### src/rtl/mxa_pkg.sv
package mxa_pkg;
  typedef enum logic [1:0] {
    YS_B     = 2'b00,
    YS_NOTB  = 2'b01,
    YS_ZERO  = 2'b10,
    YS_ONES  = 2'b11
  } y_src_e;
endpackage

### src/rtl/mxa_operand_mux.sv
module mxa_operand_mux #(
  parameter int WIDTH = 32
) (
  input  logic [WIDTH-1:0] b_val,
  input  logic [1:0]       sel,
  output logic [WIDTH-1:0] y_val
);
  import mxa_pkg::*;
  y_src_e src;
  assign src = y_src_e'(sel);

  for (genvar i = 0; i < WIDTH; i++) begin : g_bit
    always_comb begin
      unique case (src)
        YS_B:    y_val[i] = b_val[i];
        YS_NOTB: y_val[i] = ~b_val[i];
        YS_ZERO: y_val[i] = 1'b0;
        default: y_val[i] = 1'b1;
      endcase
    end
  end
endmodule

### src/rtl/mxa_full_adder.sv
module mxa_full_adder (
  input  logic x,
  input  logic y,
  input  logic ci,
  output logic s,
  output logic co
);
  assign s  = x ^ y ^ ci;
  assign co = (x & y) | (ci & (x ^ y));
endmodule

### src/rtl/mxa_ripple_group.sv
module mxa_ripple_group #(
  parameter int GW = 4
) (
  input  logic [GW-1:0] x,
  input  logic [GW-1:0] y,
  input  logic          ci,
  output logic [GW-1:0] s,
  output logic          co
);
  logic [GW:0] c;
  assign c[0] = ci;
  for (genvar k = 0; k < GW; k++) begin : g_fa
    mxa_full_adder u_fa (
      .x (x[k]),
      .y (y[k]),
      .ci(c[k]),
      .s (s[k]),
      .co(c[k+1])
    );
  end
  assign co = c[GW];
endmodule

### src/rtl/mux_adder_arith.sv
module mux_adder_arith #(
  parameter int WIDTH = 32,
  parameter int GROUP = 4
) (
  input  logic [WIDTH-1:0] opa,
  input  logic [WIDTH-1:0] opb,
  input  logic [1:0]       y_sel,
  input  logic             carry_in,
  output logic [WIDTH-1:0] sum_out,
  output logic             carry_out
);
  localparam int NGROUPS = WIDTH / GROUP;

  logic [WIDTH-1:0] y_val;
  logic [NGROUPS:0] gc;

  mxa_operand_mux #(.WIDTH(WIDTH)) u_mux (
    .b_val(opb),
    .sel  (y_sel),
    .y_val(y_val)
  );

  assign gc[0] = carry_in;
  for (genvar g = 0; g < NGROUPS; g++) begin : g_grp
    mxa_ripple_group #(.GW(GROUP)) u_grp (
      .x (opa[g*GROUP +: GROUP]),
      .y (y_val[g*GROUP +: GROUP]),
      .ci(gc[g]),
      .s (sum_out[g*GROUP +: GROUP]),
      .co(gc[g+1])
    );
  end
  assign carry_out = gc[NGROUPS];
endmodule

### config.mk
export PLATFORM = sky130hd
export DESIGN_NAME = mux_adder_arith
export DESIGN_NICKNAME = d
export VERILOG_FILES = /design/src/rtl/mxa_pkg.sv /design/src/rtl/mxa_operand_mux.sv /design/src/rtl/mxa_full_adder.sv /design/src/rtl/mxa_ripple_group.sv /design/src/rtl/mux_adder_arith.sv
export SDC_FILE = /design/constraint.sdc
export NUM_CORES = 1
export LEC_CHECK = 0
export BUFFER_PORTS_ARGS = -buffer_cell sky130_fd_sc_hd__buf_4
export CAP_MARGIN = 40
export CORE_MARGIN = 4
export CORE_UTILIZATION = 50
export DETAILED_ROUTE_END_ITERATION = 12
export PLACE_DENSITY = 0.95
export SYNTH_ARGS = -nofsm -noshare
export SYNTH_HDL_FRONTEND = slang
export SYNTH_SLANG_ARGS = --single-unit
### constraint.sdc
create_clock -name vclk -period 36.7
set_input_delay 7.34 -clock vclk [all_inputs]
set_output_delay 7.34 -clock vclk [all_outputs]
set_load 0.01 [all_outputs]
# Yosys cells after proc, flatten, opt, wreduce, memory -nomap -nowiden
# Index checks and enable logic that the tools add are counted.
[totals]
reg_bits = 0
in_bits = 67
wordCells = 227
[classes]
n_eq_ne = 2
n_mux = 32
bitwise_logic = 192
n_reduce_logical = 1
[ops]
columns = ["operator", "n"]
rows = [
  ["case mux 1 bit (3 select lines)", 32],
  ["AND 1 bit", 64],
  ["bitwise XOR 1 bit", 64],
  ["NOT 1 bit", 32],
  ["bitwise OR 1 bit", 32],
  ["== test 2 x 1 -> 1 bit (second input constant)", 1],
  ["== test 2 bit (second input constant)", 1],
  ["logical NOT 2 bit", 1],
]

# Logic depth before layout (Yosys ltp)
# Gate-level depths: netlist (run 1).
[logic_depth]
word_depth = 67
mapped_depth = 38
mapped_depth_nobuf = 36

# Modules after synthesis
# A second synthesis (run 1) with hierarchy kept.
[unflattened]
hier_cells = 103
area_unflattened_um2 = 1407.6
[by_module_without_submodules]
columns = ["module", "n_inst", "cells_each", "area_each_um2"]
rows = [
  ["mxa_operand_mux", 1, 71, 767.0],
  ["mxa_full_adder", 32, 1, 20.0],
]

# Worst setup path after synthesis (run 1)
# Ideal clock, no wire load.
[synth_path]
kind = "input to output"
start = "input port y_sel[0]"
end = "output port sum_out[31]"
t_arrival_ns = 20.019
required_time_ns = 29.360
slack_ns = 9.341
stages = 38
path_buffers = 3
cell_sequence = "buf_2 > buf_4 > xnor2_1 > fa_1 > inv_1 > fa_1 > fa_1 > fa_1 > fa_1 > fa_1 > fa_1 > fa_1 > fa_1 > fa_1 > fa_1 > fa_1 > fa_1 > fa_1 > [... 2 more ...] > fa_1 > fa_1 > fa_1 > fa_1 > fa_1 > fa_1 > fa_1 > fa_1 > fa_1 > fa_1 > fa_1 > fa_1 > fa_1 > fa_1 > fa_1 > inv_1 > fa_1 > buf_4"
[synth_between]
elab_chain_len = 66
[synth_rtl]
columns = ["item", "line", "source"]
rows = [
  ["start: declaration", "mux_adder_arith.sv:7", "input logic [1:0] y_sel,"],
  ["== test 2 bit, or another cell as far along", "mxa_operand_mux.sv:14", "unique case (src)"],
  ["case mux 1 bit (3 select lines)", "mxa_operand_mux.sv:14", ""],
  ["bitwise XOR 1 bit", "mxa_full_adder.sv:9", "assign co = (x & y) | (ci & (x ^ y));"],
  ["AND 1 bit", "mxa_full_adder.sv:9", ""],
  ["bitwise OR 1 bit", "mxa_full_adder.sv:9", ""],
  ["AND 1 bit", "mxa_full_adder.sv:9", ""],
  ["bitwise OR 1 bit", "mxa_full_adder.sv:9", ""],
  ["AND 1 bit", "mxa_full_adder.sv:9", ""],
  ["[... 50 more ...]", "-", ""],
  ["bitwise OR 1 bit", "mxa_full_adder.sv:9", ""],
  ["AND 1 bit", "mxa_full_adder.sv:9", ""],
  ["bitwise OR 1 bit", "mxa_full_adder.sv:9", ""],
  ["AND 1 bit", "mxa_full_adder.sv:9", ""],
  ["bitwise OR 1 bit", "mxa_full_adder.sv:9", ""],
  ["AND 1 bit", "mxa_full_adder.sv:9", ""],
  ["bitwise OR 1 bit", "mxa_full_adder.sv:9", ""],
  ["bitwise XOR 1 bit *", "mxa_full_adder.sv:8", "assign s = x ^ y ^ ci;"],
  ["end: declaration", "mux_adder_arith.sv:9", "output logic [WIDTH-1:0] sum_out,"],
]
# Every way passes the cells marked *; elsewhere a longest branch is shown, timed or not.

# Worst setup path after layout (run 1)
# Ends and elaborated chain as after synthesis.

==> results by group, run 1 <==
Outcome
  • Status: finished, final reports clean

Setup path
  • Crit path required time: 29,360 ps
  • CP startpoint kind: input port
  • Slowest cell on the critical path: buf_4
  • Largest stage delay on the critical path: 420 ps
  • WS Path Type: in2out
  • Setup crit end kind: output pin
  • Critical path arrival: 20,590 ps
  • Critical path fanouts, max: 32
  • Crit-path most repeated cell: fa_1

Power and ir drop
  • Comb power frac: 100.0%
  • Static leakage: 1.170 nW
  • Int Pwr: 0.02769 mW
  • Switching part of the total power: 45.75%
  • Clock power share: 0%
  • Net Switching: 0.02336 mW
  • Maximum vdd ir drop: 0.01154 mV
  • Part of the power in registers: 0%
  • Pwr Density: 23.64 mW/mm^2

STA
  • RSZ-0062 raised after global routing: no
  • Total negative setup slack: 0 ps
  • Fmax: 35.80 MHz
  • Max_slew headroom: 66.12%
  • Slew @ Worst Pin: 508.3 ps
  • Count of pins over their slew limit: 0
  • Fin crit share: 76.12%
  • Worst hold slack: 15,030 ps
  • Final hold vios: 0
  • Final Setup Violations: 0
  • Crit path time final: 27,930 ps

Yosys
  • Seq/Total Area, Yosys: 0%
  • Synthesized Nets: 296
  • Netlist Area Pre-Place: 0.001637 mm^2
  • YS warnings: 0
  • Syn Inst Count: 197
  • Unique masters post-synth: 7
  • Syn_area_per_cell: 8.307 um^2

Place
  • Inst Count DP: 302
  • Dpl hpwl: 2973 um
  • GPL Wtd Cong: 0.7361
  • Buffers on Ports: 100

Cells and area
  • Ant diodes: 0
  • Layout cell share with drive strength beyond 1: 38.76%
  • Area taken by multi-input logic gates: 0.001121 mm^2
  • Seq cells: 0
  • Register area: 0 um^2
  • Post-route insts no fill: 302
  • Util after Layout: 69.60%
  • Clock buf count: 0
  • Fillers: 265
  • Most frequent cells in the layout: buf_4, inv_1, xnor2_1, fa_1, nor2b_1
  • Area delta synth->final: 31.96%
  • Nets: 359
  • Most common cell after layout, fill and taps aside: buf_4

Route
  • Avg Vias per Cell: 4.096
  • Vias: 1,237
  • Final ANT Viol Nets: 0
  • # DRC: 0
  • DRT Wirelength: 3263 um
  • Iteration-0 DRC count of the detailed router: 24
  • DR WL/cell: 10.80 um
  • DRT Pass-1 Iters: 4

Die
  • Chip width: 65.21 um
  • I/O pin count: 100
  • Starting Density: 52.74%
  • Die height: 65.21 um
  • Die area: 0.004252 mm^2
  • Core area: 0.003103 mm^2
  • # rows: 20

Hold path
  • Tightest Hold Check Type: in2out
  • Hold Path Stages: 3
  • Hold Path Origin: opa[31]
  • Hold EP: sum_out[31]

Global routing
  • Number of global-route vias before repair: 1,329
  • First-pass GRT wire length: 5354 um
  • GRT Residual Overflow: 0
  • Overall Global Routing Usage: 15.57%
  • Largest net degree at the start of global routing: 33
  • Initial antenna violation count: 0

Clock network
  • Post-CTS sizing: 0
  • Hold_buf cts: 0
  • Setup Buffers After CTS: 0

Job
  • Max Cap Viol: 0
## critical path: cells and delay by family
kind / cells / cell delay, ps
adders and majority gates: 32 / 12360
buffers and inverters: 4 / 690
xor gates and xnor gates: 1 / 210
## worst max path at each step
stage / start / slack, ps / end
2_1_floorplan: y_sel[0] / 9340 / sum_out[31]
3_3_place_gp: y_sel[0] / 8910 / sum_out[31]
3_5_place_dp: y_sel[0] / 8700 / sum_out[31]
4_1_cts: y_sel[0] / 8680 / sum_out[31]
5_1_grt: y_sel[0] / 8350 / sum_out[31]
6_report: y_sel[0] / 8770 / sum_out[31]
## kinds of logic after synthesis
logic type / count (synthesis) / synth area share [%]
XOR/XNOR: 32 / 17.13
adder cells (fa/ha/maj): 32 / 39.14
buffers and inverters: 101 / 31.50
AND/OR/NAND/NOR: 32 / 12.23
## routing by layer
metal / vias to the layer above / share of wire (%) / global-route usage [%]
li1: 612 / - / -
met1: 566 / 33 / 16.27
met2: 57 / 56 / 32.74
met3: 2 / 10 / 2.906
met4: 0 / 0.70 / 0.7772
met5: - / 0 / 0
## layout make-up
cell class / count / area share [%]
Multi-Input combinational cell: 96 / 51.91
Timing Repair Buffer: 100 / 34.76
Inverter: 62 / 10.78
Tap cell: 44 / 2.549
## Yosys cell counts (all sizes together)
master | n | area share (%)
buf | 39 | 17
nor2b | 30 | 11
fa | 32 | 39
inv | 62 | 14
nand2b | 2 | 0.76
xnor2 | 32 | 17
## metrics by stage
step / worst slack (ps) / cell area, um^2 / power (mW)
finish: 8766 / 2160 / 0.05105
floorplan: 9341 / 1637 / 0.04103
detailed placement: 8695 / 2160 / 0.05235
CTS: 8681 / 2160 / 0.05242
global placement: 8910 / 2160 / 0.05037
global route: 8347 / 2160 / 0.05776
## power groups by stage
stage                     clock network, mW  logic, mW  registers [mW]
after detailed placement                  0     0.0524               0
after CTS                                 0     0.0524               0
after floorplan                           0     0.0410               0
after global routing                      0     0.0578               0
after global placement                    0     0.0504               0
final                                     0     0.0511               0
(Power assumes the default switching activity.)
==> run 2, diff against run 1 <==
CORE_UTILIZATION = 46   (was 50)
PLACE_DENSITY = 0.9   (was 0.95)
clock period = 27.8 ns   (was 36.7 ns; I/O delays follow)
==> run 2 against run 1 <==
Routed wire length increased by 5.6%; worst setup slack got worse by 5400 ps; global-route usage increased by 0.22 points; non-clock buffer count unchanged; power increased by 33%; cell count increased by 0.66%; cell area increased by 0.12%.
==> results by group, run 2 (synthesized netlist as in run 1, its figures left out) <==
Setup path
  • WS Path Type: in2out (unchanged)
  • Critical path fanouts, max: 32 (unchanged)
  • Critical path origin: y_sel[0] (unchanged)
  • Slowest cell on the critical path: buf_4 (unchanged)
  • Crit-path most repeated cell: fa_1 (unchanged)
  • CP startpoint kind: input port (unchanged)
  • Setup crit end kind: output pin (unchanged)
  • Largest stage delay on the critical path: 420 ps (about the same)
  • Critical path arrival: 18,900 ps (was 20,590 ps)
  • Crit path required time: 22,240 ps (was 29,360 ps)

Route
  • Met2 Wirelength: 1887 um (was 1841 um)
  • # DRC: 0 (unchanged)
  • Avg Vias per Cell: 4.194 (was 4.096)
  • DRT Pass-1 Iters: 2 (was 4)
  • Vias: 1,275 (was 1,237)
  • DRT Wirelength: 3445 um (was 3263 um)
  • Met3 wire length: 452 um (was 327 um)
  • Met1 WL: 1052 um (was 1070 um)
  • Max Used Layer: met4 (unchanged)
  • Iteration-0 DRC count of the detailed router: 24 (unchanged)
  • Final ANT Viol Nets: 0 (unchanged)
  • DR WL/cell: 11.33 um (was 10.80 um)

Cells and area
  • Fillers: 300 (was 265)
  • Clock buf count: 0 (unchanged)
  • Area delta synth->final: 32.11% (was 31.96%)
  • Nets: 359 (unchanged)
  • Register area: 0 um^2 (unchanged)
  • Area taken by multi-input logic gates: 0.001121 mm^2 (unchanged)
  • Layout cell share with drive strength beyond 1: 38.76% (unchanged)
  • Ant diodes: 0 (unchanged)
  • Most frequent cells in the layout: buf_4, inv_1, xnor2_1, fa_1, nor2b_1 (unchanged)
  • Seq cells: 0 (unchanged)
  • Most common cell after layout, fill and taps aside: buf_4 (unchanged)

Die
  • Starting Density: 48.28% (was 52.74%)
  • Core area: 0.003390 mm^2 (was 0.003103 mm^2)
  • I/O pin count: 100 (unchanged)
  • Chip width: 67.65 um (was 65.21 um)
  • Die height: 67.65 um (was 65.21 um)
  • Die area: 0.004576 mm^2 (was 0.004252 mm^2)
  • # rows: 21 (was 20)

Place
  • Dpl hpwl: 3076 um (was 2973 um)
  • GPL Wtd Cong: 0.7057 (was 0.7361)
  • Buffers on Ports: 100 (unchanged)

Job
  • Max Cap Viol: 0 (unchanged)

Power and ir drop
  • Static leakage: 1.170 nW (unchanged)
  • Pwr Total: 0.06783 mW (was 0.05105 mW)
  • Pwr Density: 31.37 mW/mm^2 (was 23.64 mW/mm^2)
  • Maximum vdd ir drop: 0.01735 mV (was 0.01154 mV)

STA
  • Slew @ Worst Pin: 503.7 ps (was 508.3 ps)
  • Crit path time final: 24,460 ps
  • RSZ-0062 raised after global routing: no (unchanged)
  • Fmax: 40.89 MHz
  • Max_slew headroom: 66.42% (was 66.12%)
  • Final hold vios: 0 (unchanged)
  • Count of pins over their slew limit: 0 (unchanged)
  • Total negative setup slack: 0 ps (unchanged)
  • Final Setup Violations: 0 (unchanged)
  • Fin crit share: 87.98%
  • Worst hold slack: 11,460 ps (was 15,030 ps)

Global routing
  • Largest net degree at the start of global routing: 33 (unchanged)
  • Overall Global Routing Usage: 15.79% (was 15.57%)
  • GRT Residual Overflow: 0 (unchanged)
  • First-pass GRT wire length: 5671 um (was 5354 um)
  • Initial antenna violation count: 0 (unchanged)
  • Number of global-route vias before repair: 1,372 (was 1,329)

Clock network
  • Post-CTS sizing: 0 (unchanged)
  • Hold_buf cts: 0 (unchanged)
  • Setup Buffers After CTS: 0 (unchanged)

Hold path
  • Hold Path Origin: carry_in (was opa[31])
  • Tightest Hold Check Type: in2out (unchanged)
  • Hold Path Stages: 3 (unchanged)

Outcome
  • Status: finished, final reports clean (unchanged)
[run 2: cell counts in the layout (fill, tap and decap cells not counted)]
No cell type changed its count.
[run 2: path summary, 6_finish.rpt]
check / to / slack [ps]
worst max-delay path: sum_out[31] / 3340
worst min-delay path: sum_out[0] / 11460
[run 2: stage by stage]
step	setup WS [ps]	util, %	area, um^2	instances
6_report	3341	63.79	2162	304
5_1_grt	2852	63.79	2162	304
4_1_cts	3259	63.79	2162	304
3_5_place_dp	3281	63.79	2162	304
3_3_place_gp	3485	63.79	2162	304
2_1_floorplan	4001	-	1637	197
[run 2: layout make-up]
type | instances | share of cell area (%)
inverters | 62 | 10.76
multi-input cells | 96 | 51.85
well taps | 46 | 2.662
repair buffers | 100 | 34.72
[run 2: power by group]
group | switching (mW) | total, mW | internal, mW
logic | 0.0310 | 0.0678 | 0.0368
clock network | 0 | 0 | 0
registers | 0 | 0 | 0
total | 0.0310 | 0.0678 | 0.0368
[run 2: routing by layer]
metal | GRT usage [%] | vias to the layer above
met5 | 0 | -
met4 | 2.532 | 0
met3 | 4.160 | 6
met2 | 30.62 | 65
met1 | 17.11 | 591
li1 | - | 613
[run 2: critical path: cells and delay by family]
family / cells / cell delay (ps)
adder cells (fa/ha/maj): 32 / 12430
buffers and inverters: 4 / 690
XOR/XNOR: 1 / 190
==> run 3, diff against run 2 <==
GPL_TIMING_DRIVEN = 0   (was default)
==> run 3 against run 2 <==
Worst hold slack improved by 13 ps; first-iteration DRC count fell by 21%; non-clock buffer count is 38 higher; via count is 10% higher; count of clock-buffer cells in the layout stayed put; sequential share of layout area did not move; worst setup slack worse by 200 ps; routed wire length rose by 4.2%; combinational power rose by 29%; fmax shrank 0.81%; global-route usage grew 0.74 points; largest power group unchanged; highest routed layer unchanged.
==> results by group, run 3 (synthesized netlist as in run 1, its figures left out) <==
Setup path
  • Setup crit end kind: output pin (unchanged)
  • WS Path Type: in2out (unchanged)
  • Largest stage delay on the critical path: 430 ps (was 420 ps)
  • Crit path required time: 22,240 ps (about the same)
  • CP bufs+invs: 6 (was 4)
  • Slowest cell on the critical path: fa_1 (was buf_4)
  • Worst path depth: 40 (was 37)
  • CP startpoint kind: input port (unchanged)
  • Crit-path most repeated cell: fa_1 (unchanged)
  • Critical path arrival: 19,100 ps (was 18,900 ps)
  • Critical path fanouts, max: 10 (was 32)
  • Crit path max-delay family: adder cells (unchanged)

Hold path
  • Tightest Hold Check Type: in2out (unchanged)
  • Hold Path Stages: 3 (unchanged)

STA
  • Crit path time final: 24,660 ps (was 24,460 ps)
  • Max_slew headroom: 83.38% (was 66.42%)
  • Final Setup Violations: 0 (unchanged)
  • RSZ-0062 raised after global routing: no (unchanged)
  • Fmax: 40.56 MHz (was 40.89 MHz)
  • Total negative setup slack: 0 ps (unchanged)
  • Worst hold slack: 11,480 ps (was 11,460 ps)
  • Count of pins over their slew limit: 0 (unchanged)
  • Fin crit share: 88.70% (was 87.98%)
  • Final hold vios: 0 (unchanged)
  • Setup slack after layout: 3143 ps (was 3341 ps)
  • Slew @ Worst Pin: 247.5 ps (was 503.7 ps)

Cells and area
  • Post-route insts no fill: 342 (was 304)
  • Nets: 397 (was 359)
  • Layout cell share with drive strength beyond 1: 46.62% (was 38.76%)
  • Area taken by multi-input logic gates: 0.001121 mm^2 (unchanged)
  • Area delta synth->final: 48.93% (was 32.11%)
  • Clock buf count: 0 (unchanged)
  • Fillers: 282 (was 300)
  • Util after Layout: 71.91% (was 63.79%)
  • Register area: 0 um^2 (unchanged)
  • Ant diodes: 0 (unchanged)
  • Most frequent cells in the layout: buf_4, inv_1, xnor2_1, fa_1, nor2b_1 (unchanged)
  • Most common cell after layout, fill and taps aside: buf_4 (unchanged)
  • Seq cells: 0 (unchanged)

Die
  • Starting Density: 48.28% (unchanged)
  • I/O pin count: 100 (unchanged)
  • Die height: 67.65 um (unchanged)
  • # rows: 21 (unchanged)
  • Die area: 0.004576 mm^2 (unchanged)
  • Chip width: 67.65 um (unchanged)
  • Core area: 0.003390 mm^2 (unchanged)

Place
  • GPL Wtd Cong: 0.7249 (was 0.7057)
  • Dpl hpwl: 3398 um (was 3076 um)
  • Post-place setup slack: 3067 ps (was 3281 ps)
  • Inst Count DP: 342 (was 304)
  • Buffers on Ports: 99 (was 100)

Global routing
  • Number of global-route vias before repair: 1,541 (was 1,372)
  • Overall Global Routing Usage: 16.53% (was 15.79%)
  • Initial antenna violation count: 0 (unchanged)
  • GRT Residual Overflow: 0 (unchanged)
  • First-pass GRT wire length: 5934 um (was 5671 um)
  • Largest net degree at the start of global routing: 11 (was 33)

Power and ir drop
  • Maximum vdd ir drop: 0.01665 mV (was 0.01735 mV)
  • Static leakage: 1.350 nW (was 1.170 nW)
  • Pwr Density: 35.89 mW/mm^2 (was 31.37 mW/mm^2)

Route
  • DRT Pass-1 Iters: 2 (unchanged)
  • # DRC: 0 (unchanged)
  • Iteration-0 DRC count of the detailed router: 19 (was 24)
  • Vias: 1,404 (was 1,275)
  • Avg Vias per Cell: 4.105 (was 4.194)
  • DR WL/cell: 10.50 um (was 11.33 um)
  • Final ANT Viol Nets: 0 (unchanged)
  • DRT Wirelength: 3590 um (was 3445 um)

Clock network
  • Hold_buf cts: 0 (unchanged)
  • Setup Buffers After CTS: 0 (unchanged)
  • Post-CTS sizing: 0 (unchanged)

Outcome
  • Status: finished, final reports clean (unchanged)

Job
  • Max Cap Viol: 0 (unchanged)
-- run 3: cell types whose count changed in the layout (fill, tap and decap cells not counted), sizes merged --
cell,previous run,this run
buf,100,138
-- run 3: power breakdown --
| part | internal, mW | switching, mW |
|---|---|---|
| clock | 0 | 0 |
| combinational | 0.0531 | 0.0344 |
| sequential | 0 | 0 |
| total | 0.0531 | 0.0344 |
-- run 3: worst paths after layout --
kind | startpoint | end | slack (ps)
worst max-delay path | y_sel[1] | sum_out[31] | 3140
worst min-delay path | opa[31] | carry_out | 11480
-- run 3: layer usage --
| metal | GRT usage, % | part of all wire (%) | up-vias |
|---|---|---|---|
| li1 | - | - | 688 |
| met1 | 16.00 | 30 | 649 |
| met2 | 34.39 | 56 | 63 |
| met3 | 4.493 | 13 | 4 |
| met4 | 2.278 | 0.95 | 0 |
| met5 | 0 | 0 | - |
-- run 3: layout make-up --
| type | instances | share of cell area (%) |
|---|---|---|
| Inverter | 62 | 9.548 |
| Multi-Input combinational cell | 96 | 46.00 |
| Buffer | 39 | 11.60 |
| Timing Repair Buffer | 99 | 30.49 |
| Tap cell | 46 | 2.361 |
-- run 3: through the flow --
| step | cell area (um^2) | power [mW] |
|---|---|---|
| after CTS | 2437 | 0.08934 |
| after global placement | 2437 | 0.08615 |
| final | 2437 | 0.08748 |
| after floorplan | 1637 | 0.05416 |
| after global routing | 2437 | 0.09867 |
| after detailed placement | 2437 | 0.08926 |
